===== src/rtl/fpsm_pkg.sv =====
package fpsm_pkg;
    localparam logic [6:0] GRP_SGNJ   = 7'h10;
    localparam logic [6:0] GRP_MINMAX = 7'h14;
    localparam int         NFLAGS     = 5;
    localparam int         FLAG_NV    = 4;

    typedef enum logic {
        ST_IDLE = 1'b0,
        ST_DONE = 1'b1
    } fpsm_state_t;

    typedef struct packed {
        logic is_nan;
        logic is_snan;
    } fp_class_t;
endpackage


===== src/rtl/fpsm_classify.sv =====
module fpsm_classify #(
    parameter int EXP_W = 8,
    parameter int MAN_W = 23
) (
    input  logic [EXP_W+MAN_W:0] val,
    output fpsm_pkg::fp_class_t  cls
);
    localparam int W = EXP_W + MAN_W + 1;

    logic exp_ones;
    logic frac_nz;
    logic quiet_bit;

    always_comb begin
        exp_ones    = &val[W-2:MAN_W];
        frac_nz     = |val[MAN_W-1:0];
        quiet_bit   = val[MAN_W-1];
        cls.is_nan  = exp_ones & frac_nz;
        cls.is_snan = exp_ones & frac_nz & ~quiet_bit;
    end
endmodule


===== src/rtl/fpsm_sgnj.sv =====
module fpsm_sgnj #(
    parameter int W = 32
) (
    input  logic [W-1:0] a,
    input  logic [W-1:0] b,
    input  logic [2:0]   sub,
    output logic [W-1:0] result,
    output logic         supported
);
    logic new_sign;

    always_comb begin
        new_sign  = 1'b0;
        supported = 1'b1;
        unique case (sub)
            3'd0:    new_sign = b[W-1];
            3'd1:    new_sign = ~b[W-1];
            3'd2:    new_sign = a[W-1] ^ b[W-1];
            default: supported = 1'b0;
        endcase
        result = supported ? {new_sign, a[W-2:0]} : '0;
    end
endmodule


===== src/rtl/fpsm_minmax.sv =====
module fpsm_minmax #(
    parameter int EXP_W = 8,
    parameter int MAN_W = 23
) (
    input  logic [EXP_W+MAN_W:0] a,
    input  logic [EXP_W+MAN_W:0] b,
    input  fpsm_pkg::fp_class_t  cls_a,
    input  fpsm_pkg::fp_class_t  cls_b,
    input  logic                 take_max,
    output logic [EXP_W+MAN_W:0] result,
    output logic                 invalid
);
    localparam int W = EXP_W + MAN_W + 1;
    localparam logic [W-1:0] CANON_NAN =
        {1'b0, {EXP_W{1'b1}}, 1'b1, {(MAN_W-1){1'b0}}};

    logic         sa, sb;
    logic [W-2:0] ma, mb;
    logic         a_lt_b, b_lt_a, pick_b;

    always_comb begin
        sa = a[W-1];
        sb = b[W-1];
        ma = a[W-2:0];
        mb = b[W-2:0];
        // sign first; among negatives a larger magnitude is smaller
        if (sa != sb) begin
            a_lt_b = sa;
            b_lt_a = sb;
        end else if (sa) begin
            a_lt_b = ma > mb;
            b_lt_a = mb > ma;
        end else begin
            a_lt_b = ma < mb;
            b_lt_a = mb < ma;
        end
        pick_b  = take_max ? a_lt_b : b_lt_a;
        invalid = cls_a.is_snan | cls_b.is_snan;
        if (cls_a.is_nan && cls_b.is_nan) result = CANON_NAN;
        else if (cls_a.is_nan)            result = b;
        else if (cls_b.is_nan)            result = a;
        else                              result = pick_b ? b : a;
    end

    // with no NaN present the output is always one of the inputs
    always_comb begin
        if (!cls_a.is_nan && !cls_b.is_nan)
            a_r6_pick_operand: assert (result == a || result == b);
    end
endmodule


===== src/rtl/fpsm_unit.sv =====
module fpsm_unit #(
    parameter int EXP_W = 8,
    parameter int MAN_W = 23
) (
    input  logic                 clk,
    input  logic                 rst_n,
    input  logic                 in_valid,
    input  logic [EXP_W+MAN_W:0] op_a,
    input  logic [EXP_W+MAN_W:0] op_b,
    input  logic [6:0]           op_group,
    input  logic [2:0]           op_sub,
    output logic                 out_valid,
    output logic [EXP_W+MAN_W:0] out_result,
    output logic [4:0]           out_flags
);
    import fpsm_pkg::*;

    localparam int W = EXP_W + MAN_W + 1;
    localparam logic [W-1:0] CANON_NAN =
        {1'b0, {EXP_W{1'b1}}, 1'b1, {(MAN_W-1){1'b0}}};

    fpsm_state_t state, state_nx;

    logic [W-1:0] ops [2];
    fp_class_t    cls [2];

    assign ops[0] = op_a;
    assign ops[1] = op_b;

    for (genvar gi = 0; gi < 2; gi++) begin : g_cls
        fpsm_classify #(.EXP_W(EXP_W), .MAN_W(MAN_W)) u_cls (
            .val (ops[gi]),
            .cls (cls[gi])
        );
    end

    logic [W-1:0] sgnj_res, mm_res, sel_res;
    logic         sgnj_ok, mm_invalid;
    logic [NFLAGS-1:0] sel_flags;
    logic         is_sgnj, is_mm;

    fpsm_sgnj #(.W(W)) u_sgnj (
        .a         (op_a),
        .b         (op_b),
        .sub       (op_sub),
        .result    (sgnj_res),
        .supported (sgnj_ok)
    );

    fpsm_minmax #(.EXP_W(EXP_W), .MAN_W(MAN_W)) u_minmax (
        .a        (op_a),
        .b        (op_b),
        .cls_a    (cls[0]),
        .cls_b    (cls[1]),
        .take_max (|op_sub),
        .result   (mm_res),
        .invalid  (mm_invalid)
    );

    always_comb begin
        is_sgnj   = (op_group == GRP_SGNJ);
        is_mm     = (op_group == GRP_MINMAX);
        sel_res   = '0;
        sel_flags = '0;
        if (is_sgnj && sgnj_ok) begin
            sel_res = sgnj_res;
        end else if (is_mm) begin
            sel_res            = mm_res;
            sel_flags[FLAG_NV] = mm_invalid;
        end
    end

    // next-state logic
    always_comb begin
        unique case (state)
            ST_IDLE: state_nx = in_valid ? ST_DONE : ST_IDLE;
            ST_DONE: state_nx = in_valid ? ST_DONE : ST_IDLE;
            default: state_nx = ST_IDLE;
        endcase
    end

    // state register
    always_ff @(posedge clk or negedge rst_n) begin
        if (!rst_n) state <= ST_IDLE;
        else        state <= state_nx;
    end

    // output registers
    always_ff @(posedge clk or negedge rst_n) begin
        if (!rst_n) begin
            out_result <= '0;
            out_flags  <= '0;
        end else if (in_valid) begin
            out_result <= sel_res;
            out_flags  <= sel_flags;
        end
    end

    assign out_valid = (state == ST_DONE);

    // valid tracks the strobe one cycle later
    a_r11_valid_next: assert property (@(posedge clk) disable iff (!rst_n)
        in_valid |=> out_valid);
    a_r11_idle_next: assert property (@(posedge clk) disable iff (!rst_n)
        !in_valid |=> !out_valid);
    a_r11_hold: assert property (@(posedge clk) disable iff (!rst_n)
        !in_valid |=> ($stable(out_result) && $stable(out_flags)));
    // sign injection is flag-free
    a_r5_sgnj_quiet: assert property (@(posedge clk) disable iff (!rst_n)
        (in_valid && is_sgnj) |=> (out_flags == '0));
    // low bits come from operand A on supported sign-injection subcodes
    a_r2_low_bits: assert property (@(posedge clk) disable iff (!rst_n)
        (in_valid && is_sgnj && op_sub < 3'd3) |=> (out_result[W-2:0] == $past(op_a[W-2:0])));
    // signaling NaN in min/max raises invalid
    a_r10_snan_flag: assert property (@(posedge clk) disable iff (!rst_n)
        (in_valid && is_mm && (cls[0].is_snan || cls[1].is_snan)) |=> out_flags[FLAG_NV]);
    // two NaNs collapse to the canonical NaN
    a_r8_canon: assert property (@(posedge clk) disable iff (!rst_n)
        (in_valid && is_mm && cls[0].is_nan && cls[1].is_nan) |=> (out_result == CANON_NAN));
    // unsupported groups produce zero
    a_r12_unsup: assert property (@(posedge clk) disable iff (!rst_n)
        (in_valid && !is_sgnj && !is_mm) |=> (out_result == '0 && out_flags == '0));
endmodule


===== config.mk =====
export PLATFORM = sky130hd
export DESIGN_NAME = fpsm_unit
export DESIGN_NICKNAME = d
export VERILOG_FILES = /design/src/rtl/fpsm_pkg.sv /design/src/rtl/fpsm_classify.sv /design/src/rtl/fpsm_sgnj.sv /design/src/rtl/fpsm_minmax.sv /design/src/rtl/fpsm_unit.sv
export SDC_FILE = /design/constraint.sdc
export NUM_CORES = 1
export LEC_CHECK = 0
export ABC_AREA = 1
export ABC_CLOCK_PERIOD_IN_PS = 900
export BUFFER_PORTS_ARGS = -buffer_cell sky130_fd_sc_hd__buf_2
export CORE_MARGIN = 2
export CORE_UTILIZATION = 40
export DETAILED_ROUTE_END_ITERATION = 8
export GPL_TIMING_DRIVEN = 0
export HOLD_SLACK_MARGIN = 0.05
export PLACE_DENSITY_LB_ADDON = 0.08
export SYNTH_ARGS = -nofsm -noshare
export SYNTH_HDL_FRONTEND = slang
export SYNTH_HIERARCHICAL = 1
export SYNTH_SLANG_ARGS = --single-unit

===== constraint.sdc =====
create_clock -name clk -period 0.9 [get_ports clk]
set_input_delay 0.09 -clock clk [delete_from_list [all_inputs] [get_ports clk]]
set_output_delay 0.09 -clock clk [all_outputs]
set_load 0.02 [all_outputs]

==> run summary, run 1 <==
Port-buffer cells: 110
Core area: 10700 sq um
Crit path max-delay family: simple AND/OR/NAND/NOR gates
Sequential power share: 28.4%
Max Root-Sink Buffers: 2
Combinational power share: 47.0%
Crit-path slowest cell: ha_4
DR WL/cell: 14.4 um
TritonCTS clock tree: built
Worst EP arrival: 2.31 ns
First drt pass iteration count: 4
# rows: 38
Largest net degree at the start of global routing: 35
Leading cell type in the layout, fill and taps excluded: nand2_1
Filler instances: 1029
First-pass GRT wire length: 22700 um
Asr flop ratio synth: 100%
CTS clock-pin slew for the worst setup and hold paths: 0.07 ns
Chip Width: 108 um
Die ar.: 11700 sq um
MaxCap Viol Count: 0
Syn avg cell area: 6.17 sq um
Final antenna-violating net count: 0
N_diodes: 0
Internal power: 3470 uW
Lkg Pwr: 0.00368 uW
Critical Path End Type: flip-flop
Final Cycle Share: 238%
Cell count after synthesis: 703
Clock Power Share: 24.5%
Leading area contributor after synthesis: nand2_1
Nets: 970
Status: finished, violations left
Antenna violations before repair: 0
Vias in the first global route: 4895
FF+latch count, synth: 34
Setup ws final: -1.24 ns
Primary FF master, synth: dfrtp_1
Crit Path Max Fanout: 6
Area grow syn2layout: 52.1%
Initial DRC Count: 218
Most frequent cells in the layout: nand2_1, inv_1, buf_2
Register area share after synthesis: 19.6%
Non-Filler Instances: 1003
Overflow after GRT: 0
Most frequent CP cell: nand2_1
Worst r2r src: out_result[9]$_DFFE_PN0P_
Post-DP HPWL: 10700 um
Fmax: 468 MHz
DR vias/cell: 4.95
Tot Pwr: 5430 uW
Endpoints failing setup: 62
Sw Pwr: 1960 uW
Setup TNS: -38.09 ns
CTS buffer count: 5
Root buffer cell: clkbuf_8
Share of cells above drive strength 1: 44.3%
Kind of critical path: primary input to flip-flop
Sw Share: 36.0%
H-tree levels: 2
Yosys warning count: 6
EDFF count, synth: 0
Register area: 851 sq um
Failing checks: hold timing, setup timing
Minimum clock period: 2.14 ns
CP Cell Sequence: buf_12, inv_12, ha_4, nand2_4, nor2_4, nand3_4, nor3_4, nand2_1, nand2_2, nand2_2, nand2_1, nand2_1, nand2_2, nand3_4, buf_6, buf_12, nand3_1, nand3_2, nand3_1, nand2_1, nand2_1, nand2_1
# DRC: 0
Final Hold Fails: 34
Clk Latency, worst-skew pair: 0.29 ns
CP startpoint: op_a[28]
Vias: 4968
Rel. slew slack: 41.0%
Slowest cell delay on critical path: 0.26 ns
RSZ-0062 raised after global routing: true
FF-to-FF setup slack: 0.05 ns
Mapped cell area: 4340 sq um
Crit path required time: 1.08 ns
Synth top area share: 22.8%
Final Max Tran Viols: 0
CTS Hold Bufs: 1
Drt total wl: 14400 um
Power Density: 823 nW/um^2
RR Endpoint: out_result[9]$_DFFE_PN0P_
Worst vdd ir: 0.609 mV
CP Buf/Inv Count: 4
Hold Path Class: primary input to asynchronous set/reset pin
Reg2reg path depth: 4
Multi-input logic area: 3460 sq um
DP Cell Count: 956
GPL Wtd Cong: 0.849
Clock Skew: 0 ns
Die Span Y: 108 um
Number of placed I/O pins: 115
Min Hold Slack: -0.133 ns
Worst-Margin Slew: 0.885 ns
CTS Sinks: 34
Largest cells by area after synthesis: nand2_1, dfrtp_1, nand3_2
Crit path launch type: primary input
GR Util All Layers: 24.5%
Initial Util: 40.5%
Synth cell types: 32
==> per-stage QoR <==
stage                     hold WS, ns  utilization, %  setup slack (ns)  area [sq um]
after floorplan                -0.206               -            -0.975          4720
after global placement          0.199            50.9             -1.64          5450
after detailed placement        0.215            50.9             -1.65          5450
after CTS                      -0.100            58.5             -1.22          6260
after global routing          -0.0746            61.7             -1.40          6600
final                          -0.133            61.7             -1.24          6600
==> synthesized netlist by cell type, types with 6 or more instances <==
cell type    n
nand2_1    263
nand3_2     42
inv_1       92
buf_4       12
a21oi_1     33
nor2_1      59
buf_2        7
ha_1        31
dfrtp_1     34
nand2_2      6
nand3_1     72
buf_6       11
==> per-layer routing <==
| layer | GRT usage (%) | share of wire, % | up-vias |
|---|---|---|---|
| met5 | 0 | 0 | - |
| met4 | 4.67 | 1.6 | 0 |
| met3 | 3.13 | 4.6 | 25 |
| met2 | 47.1 | 53 | 133 |
| met1 | 29.1 | 41 | 2297 |
| li1 | - | - | 2513 |
==> sequential cells by signal, summed over array words and instances, names as in the netlist <==
| name | flops |
|---|---|
| out_result | 32 |
| out_flags | 1 |
| out_valid | 1 |
==> final cells by class <==
class / count / share of cell area (%)
multi-input combinational: 537 / 52.5
timing repair buffer: 148 / 18.9
sequential: 34 / 12.9
inverter: 95 / 5.86
buffer: 41 / 5.50
tap: 140 / 2.66
clock buffer: 8 / 1.67
==> power groups by stage <==
stage / Clock, uW / Combinational [uW] / Sequential [uW]
5_1_grt: 1450 / 2780 / 1540
2_1_floorplan: 0 / 1280 / 1580
4_1_cts: 1360 / 2320 / 1540
6_report: 1330 / 2550 / 1540
3_3_place_gp: 0 / 1880 / 1570
3_5_place_dp: 0 / 1930 / 1570
==> logic make-up (layout without fill, tap and decap cells) <==
kind of cell,after synthesis,in the layout,share of synthesized area (%)
compound gates,39,39,4.87
fa+ha+maj,32,32,9.17
buf+inv,136,292,16.1
flops,34,34,19.6
other cells,1,4,0.0864
simple gates,461,462,50.1
==> repair_timing <==
action                                  4_1_cts  5_1_grt
hold endpoints to repair                     35       34
cloned                                        5        1
buffers inserted                             21       11
endpoints found under the setup margin       66       67
gates resized for setup                     140       60
pin swaps                                    32       46
==> worst max path at each step <==
stage / to / slack, ns / cells after the start
floorplan: out_result[3]$_DFFE_PN0P_ / -0.98 / 21
global placement: out_result[3]$_DFFE_PN0P_ / -1.64 / 22
detailed placement: out_result[3]$_DFFE_PN0P_ / -1.65 / 22
CTS: out_result[8]$_DFFE_PN0P_ / -1.22 / 22
global route: out_result[15]$_DFFE_PN0P_ / -1.40 / 23
finish: out_result[22]$_DFFE_PN0P_ / -1.24 / 22
Power figures use the tool's default switching activity.
==> run 2: changes to the inputs <==
- SLEW_MARGIN: unset -> 20
- SYNTH_HIERARCHICAL: 1 -> unset
==> run 2 against run 1 <==
  * The run still ends with hold timing, setup timing left
  * Maximum frequency grew 7.9%
  * Power grew 3.4%
  * Clock skew is the same
  * Sequential power grew 10%
  * Non-clock buffer count shrank 8
  * Combinational power grew 5%
  * Register-to-register slack gained 0.04 ns
  * Synthesized area shrank 18%
  * Synthesized cell count shrank 23%
  * Highest routed layer unchanged
==> run summary, run 2 <==
Status: finished, violations left (unchanged)
Failing checks: hold timing, setup timing (unchanged)
# DRC: 0 (unchanged)
Register area share after synthesis: 23.8% (was 19.6%)
Syn avg cell area: 6.62 sq um (was 6.17 sq um)
Synth top area share: 23.8% (was 22.8%)
Worst-Margin Slew: 0.808 ns (was 0.885 ns)
Tot Pwr: 5610 uW (was 5430 uW)
Kind of critical path: primary input to flip-flop (unchanged)
Cell count after synthesis: 540 (was 703)
Mapped cell area: 3580 sq um (was 4340 sq um)
Initial DRC Count: 178 (was 218)
Crit path launch type: primary input (unchanged)
Leading area contributor after synthesis: dfrtp_1 (was nand2_1)
CTS buffer count: 5 (unchanged)
Area grow syn2layout: 63.2% (was 52.1%)
Synth cell types: 33 (was 32)
Share of cells above drive strength 1: 51.1% (was 44.3%)
Top reg by flops: out_result (unchanged)
TritonCTS clock tree: built (unchanged)
Multi-input logic area: 2790 sq um (was 3460 sq um)
# rows: 34 (was 38)
Setup ws final: -1.08 ns (was -1.24 ns)
FF+latch count, synth: 34 (unchanged)
Minimum clock period: 1.98 ns (was 2.14 ns)
Die Span Y: 98.6 um (was 108 um)
Max Root-Sink Buffers: 2 (unchanged)
Power Density: 962 nW/um^2 (was 823 nW/um^2)
Slowest cell delay on critical path: 0.38 ns (was 0.26 ns)
Final antenna-violating net count: 0 (unchanged)
M1 wire length: 5160 um (was 5940 um)
Clock Power Share: 22.1% (was 24.5%)
First-pass GRT wire length: 17800 um (was 22700 um)
Endpoints failing setup: 63 (was 62)
Core area: 8680 sq um (was 10700 sq um)
First drt pass iteration count: 5 (was 4)
Final Hold Fails: 34 (unchanged)
Min Hold Slack: -0.122 ns (was -0.133 ns)
Dpl cell area: 4380 sq um (was 5450 sq um)
Vias: 4170 (was 4968)
Overflow after GRT: 0 (unchanged)
Crit Path Max Fanout: 10 (was 6)
Routed wire length on met2: 6340 um (was 7580 um)
Largest cells by area after synthesis: dfrtp_1, inv_1, ha_1 (was nand2_1, dfrtp_1, nand3_2)
Primary FF master, synth: dfrtp_1 (unchanged)
Final Max Tran Viols: 0 (unchanged)
Chip Width: 98.6 um (was 108 um)
Lkg Pwr: 0.00288 uW (was 0.00368 uW)
N_diodes: 0 (unchanged)
Worst vdd ir: 0.591 mV (was 0.609 mV)
CTS clock-pin slew for the worst setup and hold paths: 0.08 ns (was 0.07 ns)
GPL Wtd Cong: 0.947 (was 0.849)
Internal power: 3480 uW (was 3470 uW)
Number of placed I/O pins: 115 (unchanged)
Most frequent cells in the layout: inv_1, buf_2, buf_4 (was nand2_1, inv_1, buf_2)
Most frequent cells after synthesis: inv_1, nand2_1, nand3_1, nor2_1, dfrtp_1 (was nand2_1, inv_1, nand3_1, nor2_1, nand3_2)
Fmax: 505 MHz (was 468 MHz)
Crit-path slowest cell: nor4_2 (was ha_4)
Die ar.: 9710 sq um (was 11700 sq um)
Combinational power share: 47.6% (was 47.0%)
CTS Hold Bufs: 1 (unchanged)
CTS Sinks: 34 (unchanged)
Critical Path End Type: flip-flop (unchanged)
MaxCap Viol Count: 0 (unchanged)
Most frequent CP cell: nand4_1 (was nand2_1)
Rel. slew slack: 46.1% (was 41.0%)
Crit path required time: 1.12 ns (was 1.08 ns)
Largest net degree at the start of global routing: 35 (unchanged)
Max FFs per register: 32 (unchanged)
Clk Latency, worst-skew pair: 0.29 ns (about the same)
Post-DP HPWL: 8360 um (was 10700 um)
EDFF count, synth: 0 (unchanged)
Clock Skew: 0 ns (unchanged)
Hold Path Class: primary input to asynchronous set/reset pin (unchanged)
Final Cycle Share: 220% (was 238%)
Register area: 851 sq um (unchanged)
Sw Pwr: 2140 uW (was 1960 uW)
Sequential power share: 30.3% (was 28.4%)
RSZ-0062 raised after global routing: true (unchanged)
Port-buffer cells: 110 (unchanged)
Highest metal used: met4 (unchanged)
H-tree levels: 2 (unchanged)
Leading cell type in the layout, fill and taps excluded: inv_1 (was nand2_1)
DR WL met3: 624 um (was 657 um)
Root buffer cell: clkbuf_8 (unchanged)
Post-route cell area: 5840 sq um (was 6600 sq um)
CP Buf/Inv Count: 4 (unchanged)
DR vias/cell: 5.12 (was 4.95)
DR WL/cell: 15.1 um (was 14.4 um)
Filler instances: 752 (was 1029)
Asr flop ratio synth: 100% (unchanged)
Sw Share: 38.1% (was 36.0%)
Antenna violations before repair: 0 (unchanged)
Nets: 813 (was 970)
GR Util All Layers: 22.4% (was 24.5%)
Crit path max-delay family: simple AND/OR/NAND/NOR gates (unchanged)
Vias in the first global route: 3829 (was 4895)
Drt total wl: 12300 um (was 14400 um)
Initial Util: 41.2% (was 40.5%)
CP Cell Sequence: buf_2, inv_2, nand4_1, nor4_2, nand3_1, nand4_1, inv_1, nor2_1, buf_4, nand3_2, a21oi_2 (was buf_12, inv_12, ha_4, nand2_4, nor2_4, nand3_4, nor3_4, nand2_1, nand2_2, nand2_2, nand2_1, nand2_1, nand2_2, nand3_4, buf_6, buf_12, nand3_1, nand3_2, nand3_1, nand2_1, nand2_1, nand2_1)
Yosys warning count: 0 (was 6)
Top-count cell post-synth: inv_1 (was nand2_1)
Worst EP arrival: 2.20 ns (was 2.31 ns)
-- run 2: cell types whose count changed in the layout (fill, tap and decap cells not counted), sizes merged, moves of 4 or more --
cell    previous run  this run
a21oi             34        42
buf              181       165
clkbuf            15        22
inv               95       118
nand2            269       100
nand3            116        70
nand4              5        15
nor2              66        52
nor4               0         4
o21ai              3        33
-- run 2: kinds of logic (layout without fill, tap and decap cells) --
logic type	after synthesis	count (layout)	share of synthesized area [%]
adder cells (fa/ha/maj)	32	32	11.1
AO/OA/AOI/OAI	80	80	14.7
flip-flops	34	34	23.8
AND/OR/NAND/NOR	248	248	32.5
buffers and inverters	144	307	17.5
other	1	4	0.105
XOR/XNOR	1	1	0.245
-- run 2: through the flow --
stage               hold WS (ns)  cells  setup TNS (ns)  setup slack [ns]  utilization, %
floorplan                 -0.206    543          -26.97            -0.878               -
global placement           0.237    761          -41.64             -1.31            50.5
detailed placement         0.241    761          -42.76             -1.35            50.5
CTS                      -0.0800    770          -30.21            -0.945            53.1
global route             -0.0500    814          -37.14             -1.15            67.3
finish                    -0.122    814          -33.42             -1.08            67.3
-- run 2: timing repair --
item,4_1_cts,5_1_grt
pin swaps,2,54
hold endpoints to repair,35,34
cloned,0,4
setup endpoints to repair,66,67
buffers inserted,0,40
gates resized for setup,25,224
-- run 2: metal layers --
metal / global-route usage (%) / vias up
li1: - / 2048
met2: 39.6 / 137
met4: 6.64 / 0
met3: 2.55 / 14
met1: 28.8 / 1971
met5: 0 / -
-- run 2: path summary, 6_finish.rpt --
| path | cells after the start | from | slack (ns) | endpoint |
|---|---|---|---|---|
| setup / recovery | 11 | op_a[4] | -1.08 | out_result[6]$_DFFE_PN0P_ |
| hold / removal | 1 | rst_n | -0.12 | out_result[21]$_DFFE_PN0P_ |
| setup reg to reg | 3 | out_result[19]$_DFFE_PN0P_ | 0.09 | out_result[19]$_DFFE_PN0P_ |
| hold reg to reg | 2 | out_result[31]$_DFFE_PN0P_ | 0.51 | out_result[31]$_DFFE_PN0P_ |
| max in group asynchronous | 1 | rst_n | 0.50 | out_result[30]$_DFFE_PN0P_ |
| min in group clk | 5 | op_b[28] | 0.12 | out_result[28]$_DFFE_PN0P_ |
-- run 2: power groups by stage --
stage	clock (uW)	sequential (uW)	combinational, uW
global route	1330	1710	2910
finish	1240	1700	2670
detailed placement	0	1710	1800
global placement	0	1710	1760
floorplan	0	1830	1050
CTS	1280	1680	1870
-- run 2: area by class of cell --
type	count	area share, %
clock buffers	7	1.48
plain buffers	26	3.47
clock inverters	1	0.0857
repair buffers	155	22.2
flip-flops and latches	34	14.6
well taps	108	2.32
inverters	118	8.02
multi-input cells	365	47.9
==> run 3: changes to the inputs <==
- GPL_TIMING_DRIVEN: 0 -> unset
- PLACE_DENSITY: unset -> 0.65
- PLACE_DENSITY_LB_ADDON: 0.08 -> unset
==> run 3 against run 2 <==
  * The flow finishes with violations (setup timing)
  * Register-to-register slack got worse by 0.02 ns
  * Clock power grew 15%
  * Critical path depth up 10
  * Wire length up 14%
  * Maximum frequency is 1.6% higher
  * Critical path type unchanged
  * Utilization rose by 8.1 points
  * Global-route usage is 4.2 points higher
  * Flip-flop and latch count stayed put
  * Die area did not move
  * Critical endpoint is now out_result[15]$_DFFE_PN0P_
==> run summary, run 3 (synthesis gave the netlist of run 2 again) <==
Status: finished, violations left (unchanged)
Failing checks: setup timing (was hold timing, setup timing)
Worst EP arrival: 2.13 ns (was 2.20 ns)
DR WL/cell: 15.8 um (was 15.1 um)
Most frequent cells in the layout: buf_4, inv_1, buf_2, buf_6, nand2_1 (was inv_1, buf_2, buf_4)
Nets: 889 (was 813)
N_diodes: 0 (unchanged)
Post-DP HPWL: 8740 um (was 8360 um)
MaxCap Viol Count: 0 (unchanged)
Final Hold Fails: 0 (was 34)
Crit Path Max Fanout: 8 (was 10)
Crit-path slowest cell: ha_4 (was nor4_2)
First-pass GRT wire length: 21300 um (was 17800 um)
Initial DRC Count: 172 (was 178)
Final Cycle Share: 217% (was 220%)
Chip Width: 98.6 um (unchanged)
First drt pass iteration count: 5 (unchanged)
Kind of critical path: primary input to flip-flop (unchanged)
Number of placed I/O pins: 115 (unchanged)
Die Span Y: 98.6 um (unchanged)
Leading cell type in the layout, fill and taps excluded: buf_4 (was inv_1)
Drt total wl: 14000 um (was 12300 um)
GR Util All Layers: 26.6% (was 22.4%)
Power Density: 953 nW/um^2 (was 962 nW/um^2)
Max FFs per register: 32 (unchanged)
CTS clock-pin slew for the worst setup and hold paths: 0.07 ns (was 0.08 ns)
Minimum clock period: 1.95 ns (was 1.98 ns)
Vias: 4686 (was 4170)
DR vias/cell: 5.27 (was 5.12)
Area grow syn2layout: 82.9% (was 63.2%)
Tot Pwr: 6230 uW (was 5610 uW)
Worst vdd ir: 0.572 mV (was 0.591 mV)
TritonCTS clock tree: built (unchanged)
CP Cell Sequence: buf_6, inv_4, ha_4, nand2_4, nor2_4, nand2_2, nor2_4, nand2_1, nor2_1, nand2_1, nand2_2, nand2_2, nand2_1, nand2_1, nand2_2, nand3_4, nand2_8, buf_12, nand2_1, nand3_2, a21oi_2 (was buf_2, inv_2, nand4_1, nor4_2, nand3_1, nand4_1, inv_1, nor2_1, buf_4, nand3_2, a21oi_2)
Final antenna-violating net count: 0 (unchanged)
H-tree levels: 2 (unchanged)
Overflow after GRT: 0 (unchanged)
CTS buffer count: 5 (unchanged)
Crit path launch type: primary input (unchanged)
Setup ws final: -1.05 ns (was -1.08 ns)
Clk Latency, worst-skew pair: 0.29 ns (about the same)
Vias in the first global route: 4634 (was 3829)
Endpoints failing setup: 66 (was 63)
# DRC: 0 (unchanged)
Slowest cell delay on critical path: 0.27 ns (was 0.38 ns)
Crit path required time: 1.08 ns (was 1.12 ns)
GPL Wtd Cong: 0.908 (was 0.947)
Most frequent CP cell: nand2_1 (was nand4_1)
RSZ-0062 raised after global routing: true (unchanged)
Final Core Density: 75.4% (was 67.3%)
Core area: 8680 sq um (unchanged)
Fmax: 513 MHz (was 505 MHz)
Root buffer cell: clkbuf_8 (unchanged)
# rows: 34 (unchanged)
CTS Sinks: 34 (unchanged)
Final Max Tran Viols: 0 (unchanged)
Die ar.: 9710 sq um (unchanged)
Top reg by flops: out_result (unchanged)
Share of cells above drive strength 1: 59.1% (was 51.1%)
Antenna violations before repair: 0 (unchanged)
Port-buffer cells: 110 (unchanged)
Initial Util: 41.2% (unchanged)
Max Root-Sink Buffers: 2 (unchanged)
Largest net degree at the start of global routing: 39 (was 35)
Hold Path Class: primary input to flip-flop (was primary input to asynchronous set/reset pin)
Critical Path End Type: flip-flop (unchanged)
Lkg Pwr: 0.00332 uW (was 0.00288 uW)
Clock Skew: 0 ns (unchanged)
-- run 3: cell count changes in the layout (fill, tap and decap cells not counted), sizes merged --
cell / delta
buf: +90
bufinv: +1
clkbuf: -16
clkinv: +1
-- run 3: worst max-delay path: cells and delay by family --
family / cells / cell delay [ns]
AND/OR/NAND/NOR: 16 / 1.44
buffers and inverters: 3 / 0.27
adder cells (fa/ha/maj): 1 / 0.27
AO/OA/AOI/OAI: 1 / 0.05
-- run 3: path summary, 6_finish.rpt --
path / from / end / slack, ns / cells past startpoint
worst max-delay path: op_b[30] / out_result[15]$_DFFE_PN0P_ / -1.05 / 21
worst min-delay path: in_valid / out_valid$_DFF_PN0_ / 0.14 / 2
worst max register to register: out_result[2]$_DFFE_PN0P_ / out_result[2]$_DFFE_PN0P_ / 0.07 / 3
worst min register to register: out_flags[4]$_DFFE_PN0P_ / out_flags[4]$_DFFE_PN0P_ / 0.51 / 2
max in group asynchronous: rst_n / out_result[17]$_DFFE_PN0P_ / 0.43 / 3
min in group asynchronous: rst_n / out_result[11]$_DFFE_PN0P_ / 0.28 / 3
-- run 3: final cells by class --
cell class / count / area, sq um
multi-input combinational: 365 / 2880
fill: 605 / 2140
timing repair buffer: 257 / 2120
sequential: 34 / 851
inverter: 118 / 450
tap: 108 / 135
clock buffer: 5 / 68.8
clock inverter: 3 / 40.0
-- run 3: what timing repair did --
action	CTS	global route
gates resized for setup	163	96
setup endpoints to repair	66	67
setup buffers	30	12
hold buffers	1	0
cloned	1	1
hold endpoints to repair	34	0
pin swaps	3	9
-- run 3: power by group --
group          switching (uW)  internal [uW]
clock                     615            816
combinational            1590           1500
sequential               85.3           1630
total                    2290           3940
-- run 3: routing by layer --
metal  share of wire [%]  wire [um]  track usage [%]  vias to the layer above
li1                    -          -                -                     2209
met2                  51       7220             48.0                      219
met3                 5.9        826             3.40                       57
met5                   0          0                0                        -
met1                  39       5450             32.5                     2201
met4                 3.8        530             9.80                        0
-- run 3: stage by stage --
step	worst slack [ns]	instance area, sq um	setup TNS, ns	std cells	hold WS (ns)
4_1_cts	-0.899	6080	-28.59	877	0.141
2_1_floorplan	-0.878	3700	-26.97	543	-0.206
6_report	-1.05	6540	-32.97	890	0.144
5_1_grt	-1.15	6540	-36.65	890	0.146
3_3_place_gp	-1.19	5030	-38.08	837	0.0693
3_5_place_dp	-1.26	5030	-39.79	837	0.0650
